<file path="config.mk">
export PLATFORM = sky130hd
export DESIGN_NAME = dma_hang_detect
export DESIGN_NICKNAME = d
export VERILOG_FILES = /design/src/rtl/dhd_pkg.sv /design/src/rtl/dhd_field_scan.sv /design/src/rtl/dhd_classify.sv /design/src/rtl/dma_hang_detect.sv
export SDC_FILE = /design/constraint.sdc
export NUM_CORES = 1
export LEC_CHECK = 0
export ABC_CLOCK_PERIOD_IN_PS = 3600
export BUFFER_PORTS_ARGS = -buffer_cell sky130_fd_sc_hd__buf_2
export CAP_MARGIN = 20
export CORE_MARGIN = 2
export CORE_UTILIZATION = 30
export DETAILED_ROUTE_END_ITERATION = 10
export PLACE_DENSITY = 0.47
export SLEW_MARGIN = 10
export SYNTH_ARGS = -nofsm -noshare
export SYNTH_HDL_FRONTEND = slang
export SYNTH_HIERARCHICAL = 1
export SYNTH_SLANG_ARGS = --single-unit
</file>
<file path="constraint.sdc">
create_clock -name clk -period 3.6 [get_ports clk]
set_input_delay 0 -clock clk [delete_from_list [all_inputs] [get_ports clk]]
set_output_delay 0 -clock clk [all_outputs]
set_load 0.02 [all_outputs]
</file>
<file path="src/rtl/dhd_pkg.sv">
package dhd_pkg;

    localparam int WORD_W        = 32;
    localparam int CHAIN_FIELD_W = 5;
    localparam int CHAIN_FIELDS4 = 6;
    localparam int CHAIN_FIELDS5 = 4;

    localparam logic [CHAIN_FIELD_W-1:0] CHAIN_STUCK_VAL = 5'h06;
    localparam logic [1:0]               CMPL_STUCK_VAL  = 2'b01;
    localparam logic [3:0]               STITCH_VAL      = 4'h9;
    localparam logic [3:0]               FETCH_VAL       = 4'h8;
    localparam logic [2:0]               QDONE_VAL       = 3'h4;

    typedef enum logic [1:0] {
        HANG_NONE    = 2'b00,
        HANG_SIG1    = 2'b01,
        HANG_SIG2    = 2'b10,
        HANG_UNKNOWN = 2'b11
    } hang_code_e;

    typedef enum logic {
        ST_IDLE  = 1'b0,
        ST_WATCH = 1'b1
    } dhd_state_e;

    typedef struct packed {
        logic [WORD_W-1:0] w3;
        logic [WORD_W-1:0] w4;
        logic [WORD_W-1:0] w5;
        logic [WORD_W-1:0] w6;
    } dbg_words_t;

endpackage

</file>
<file path="src/rtl/dhd_field_scan.sv">
module dhd_field_scan #(
    parameter int WORD_W     = 32,
    parameter int FIELD_W    = 5,
    parameter int NUM_FIELDS = 6
) (
    input  logic [WORD_W-1:0]  word,
    input  logic [FIELD_W-1:0] target,
    output logic               hit
);
    logic [NUM_FIELDS-1:0] field_hit;

    generate
        for (genvar i = 0; i < NUM_FIELDS; i++) begin : g_field
            assign field_hit[i] = (word[i*FIELD_W +: FIELD_W] == target);
        end
    endgenerate

    assign hit = |field_hit;
endmodule

</file>
<file path="src/rtl/dhd_classify.sv">
module dhd_classify
    import dhd_pkg::*;
(
    input  dbg_words_t snap,
    output hang_code_e code
);
    logic chain_hit4;
    logic chain_hit5;
    logic sig1_match;
    logic sig2_match;

    dhd_field_scan #(
        .WORD_W    (WORD_W),
        .FIELD_W   (CHAIN_FIELD_W),
        .NUM_FIELDS(CHAIN_FIELDS4)
    ) u_scan4 (
        .word  (snap.w4),
        .target(CHAIN_STUCK_VAL),
        .hit   (chain_hit4)
    );

    dhd_field_scan #(
        .WORD_W    (WORD_W),
        .FIELD_W   (CHAIN_FIELD_W),
        .NUM_FIELDS(CHAIN_FIELDS5)
    ) u_scan5 (
        .word  (snap.w5),
        .target(CHAIN_STUCK_VAL),
        .hit   (chain_hit5)
    );

    always_comb begin
        sig1_match = (chain_hit4 || chain_hit5) && (snap.w6[1:0] == CMPL_STUCK_VAL);
        sig2_match = (snap.w3[21:18] == STITCH_VAL) &&
                     (snap.w3[25:22] == FETCH_VAL)  &&
                     (snap.w3[28:26] == QDONE_VAL);
        if (sig1_match)      code = HANG_SIG1;
        else if (sig2_match) code = HANG_SIG2;
        else                 code = HANG_UNKNOWN;
    end
endmodule

</file>
<file path="src/rtl/dma_hang_detect.sv">
module dma_hang_detect
    import dhd_pkg::*;
#(
    parameter int STABLE_SAMPLES = 50
) (
    input  logic        clk,
    input  logic        rst_n,
    input  logic        start,
    input  logic        sample_en,
    input  logic        bb_hung,
    input  logic [31:0] dbg_word3,
    input  logic [31:0] dbg_word4,
    input  logic [31:0] dbg_word5,
    input  logic [31:0] dbg_word6,
    output logic        done,
    output logic [1:0]  result
);
    localparam int CNT_W = $clog2(STABLE_SAMPLES + 1);
    localparam logic [CNT_W-1:0] LAST_TICK = CNT_W'(STABLE_SAMPLES - 1);

    typedef struct packed {
        dhd_state_e       state;
        logic [CNT_W-1:0] cnt;
        dbg_words_t       snap;
        logic             done;
        hang_code_e       result;
    } dhd_regs_t;

    dhd_regs_t  regs_d;
    dhd_regs_t  regs_q;
    dbg_words_t live;
    hang_code_e class_code;

    assign live = '{w3: dbg_word3, w4: dbg_word4, w5: dbg_word5, w6: dbg_word6};

    dhd_classify u_classify (
        .snap(regs_q.snap),
        .code(class_code)
    );

    always_comb begin
        regs_d      = regs_q;
        regs_d.done = 1'b0;
        unique case (regs_q.state)
            ST_IDLE: begin
                if (start) begin
                    if (bb_hung) begin
                        regs_d.done   = 1'b1;
                        regs_d.result = HANG_NONE;
                    end else begin
                        regs_d.snap  = live;
                        regs_d.cnt   = '0;
                        regs_d.state = ST_WATCH;
                    end
                end
            end
            ST_WATCH: begin
                if (sample_en) begin
                    if (live != regs_q.snap) begin
                        regs_d.done   = 1'b1;
                        regs_d.result = HANG_NONE;
                        regs_d.state  = ST_IDLE;
                    end else if (regs_q.cnt == LAST_TICK) begin
                        regs_d.done   = 1'b1;
                        regs_d.result = class_code;
                        regs_d.state  = ST_IDLE;
                    end else begin
                        regs_d.cnt = regs_q.cnt + 1'b1;
                    end
                end
            end
            default: regs_d.state = ST_IDLE;
        endcase
    end

    always_ff @(posedge clk or negedge rst_n) begin
        if (!rst_n) begin
            regs_q.state  <= ST_IDLE;
            regs_q.cnt    <= '0;
            regs_q.snap   <= '0;
            regs_q.done   <= 1'b0;
            regs_q.result <= HANG_NONE;
        end else begin
            regs_q <= regs_d;
        end
    end

    assign done   = regs_q.done;
    assign result = regs_q.result;
endmodule

</file>
==> run summary <==
Initial core utilization: 0.306
Netlist cell types: 45
Clk sink count: 138
Design Power: 5.01 mW
H-tree levels: 4
IO Pins: 136
Endpoints failing hold: 0
Yosys reg bits: 138
Setup repair after global routing missed its margin: no
Commonest cells in the netlist: nand2_1, xor2_1, dfrtp_1
Num rows: 57
Layout area overhead: 39.8%
Post-synth EDFFs: 0
Status: finished, final reports clean
Layout cells sized above 1: 0.157
Fmax: 0.365 GHz
Global-route wire length before repair: 35.8 mm
Reg clk slew, reported paths: 60 ps
Total grt overflow: 0
Die ar.: 26000 um^2
Met1 Usage GRT: 0.258
TritonCTS clock tree: done
Clock tree buffer depth: 2
CORE AREA: 24300 um^2
Worst-case headroom to the max-slew limit: 0.308
Crit. End Element: register
Via/cell ratio: 4.31
Final WS setup: 860 ps
Initial antenna violation count: 0
Slowest-stage cell, CP: nor4_2
GRT met3 Usage: 0.0262
Critical Path Max Stage Delay: 590 ps
Hold Crit Class: primary input to register
Launching element type of the critical path: register
Area leader, netlist: dfrtp_1
Critical Path, Cell by Cell: xor2_1 -> nor4_1 -> nand4_1 -> nor4_2 -> nand3_2 -> nand2b_4 -> a32o_1
Setup Buffers After CTS: 0
Worst vdd ir: 0.221 mV
Top_reg_cell synth: dfrtp_1
Syn avg cell area: 8.62 um^2
Post-synthesis sequential area ratio: 0.465
Final routed DRC violation total: 0
Vias in the first global route: 6279
Hold path cells: 3
Port buffer count: 135
Routed length per instance: 15.8 um
Yosys warnings: 6
Chip height: 161 um
Net count reported at finish: 1272
Period utilization: 0.761
Setup CP Type: register to register
Pre-Repair DR Iteration Count: 5
Count leader, synth: nand2_1
Clk_skew: 14.3 ps
Largest net degree at the start of global routing: 75
Max-Cap Viols: 0
Synth top area cells: dfrtp_1, nand2_1, xor2_1, xnor2_1, nor4_1
WHS: 30.3 ps
Routed Antenna Nets: 0
Global routing's busiest layer: met2
WP data required: 3910 ps
Synth top area share: 0.465
Crit-path max FO: 6
Inserted Clock Buffers: 17
Slew Limit Fails: 0
Slew @ Worst Pin: 1040 ps
GRT Util Overall: 0.184
Post-layout util: 0.427
Cts repair resizes: 0
Syn Std Cell Area: 7430 um^2
Async SR Flop Fraction: 1.00
DP Wirelength: 16.3 mm
Setup slack, reg-to-reg: 860 ps
Place WS: 831 ps
Clock Latency Late Sink: 440 ps
# diodes: 0
Via Count: 6356
Initial DRC Count: 361
Setup violations, final: 0
Die Width: 161 um
CP bufs+invs: 0
Levels on crit path: 7
Fin crit period: 2740 ps
Worst reg2reg path depth: 7
Crit path DAT: 3050 ps
Total Wirelength: 23.4 mm
Synth Instances: 862
Static leakage: 5.26 nW
Gpl congestion: 0.784
Top cell family by delay on the critical path: simple AND/OR/NAND/NOR gates
Sum Neg Setup Slack: 0 ps
M2 GR Usage: 0.293
Cell area power density: 483 nW/um^2
Clock Tree Root: clkbuf_16
-- path summary, 6_finish.rpt --
path	start	endpoint
worst min-delay path	start	done
min in group asynchronous	rst_n	regs_q[105]
max in group asynchronous	rst_n	regs_q[123]
worst min register to register	regs_q[22]	regs_q[22]
worst max register to register	regs_q[74]	regs_q[135]
worst max-delay path	regs_q[74]	regs_q[135]
-- layout make-up --
cell class | instances | area (um^2)
clock buffer | 18 | 429
clock inverter | 14 | 173
fill | 2404 | 13900
inverter | 1 | 3.75
multi-input combinational | 709 | 3880
sequential | 138 | 3450
tap | 324 | 405
timing repair buffer | 270 | 2050
-- metal layers --
layer	wire [um]	vias to the layer above	share of wire
met5	0	-	0
met4	332	0	0.014
met3	896	23	0.038
met2	11000	148	0.47
met1	11100	2935	0.48
li1	-	3250	-
-- sequential cells by signal, indices dropped and copies added (netlist names) --
register / cells
result: 2
regs_q: 135
done: 1
-- per-stage QoR --
step	cells	cell area (um^2)
floorplan	885	7520
global placement	1312	8490
detailed placement	1312	8490
CTS	1474	10400
global route	1474	10400
finish	1474	10400
-- timing repair --
action / CTS / global route
endpoints found under the setup margin: 0 / 0
hold buffers: 130 / 0
endpoints found under the hold margin: 196 / 0
-- cell usage in the layout, fill, tap and decap left out, drive strengths merged, types with 2 or more instances in the layout --
cell         synthesis  final
nor3                 5      5
nand2b               3      3
bufinv               0      3
xnor2               31     31
inv                  1      2
clkinvlp             0      5
ha                   2      2
o22ai                2      2
clkinv               0      5
a22o                 2      2
dlygate4sd3          0    130
nor4                34     34
or2                  2      2
clkbuf              22     18
conb                 2     25
a31oi                2      2
dfrtp              138    138
nand2              398    398
nand4                9      9
nand3               12     12
xor2               147    147
mux2i                2      2
and2                 3      3
nor3b                2      2
nor2                 7      7
o21ai                6      6
buf                 15    140
a32o                 2      2
-- cell families (layout without fill, tap and decap cells) --
| group | after synthesis | after routing | share of synthesized area |
|---|---|---|---|
| AOI/OAI and AO/OA | 21 | 21 | 0.0202 |
| buffers and inverters | 38 | 303 | 0.0261 |
| adders and majority gates | 2 | 2 | 0.00337 |
| muxes | 2 | 2 | 0.00269 |
| and+or+nand+nor | 481 | 481 | 0.272 |
| DFF | 138 | 138 | 0.465 |
| other | 2 | 25 | 0.00101 |
| xor gates and xnor gates | 178 | 178 | 0.210 |
-- worst min-delay path: cells and delay by family --
family | cells | cell delay (ps)
AOI/OAI and AO/OA | 1 | 210
and+or+nand+nor | 1 | 110
buffers and inverters | 1 | 100
-- power breakdown --
group	switching, mW	internal, mW	leakage (nW)
Sequential	0.247	1.82	1.73
Clock	0.735	1.09	0.279
Combinational	0.601	0.517	3.26
No activity file was read; power rests on OpenSTA's default activity.
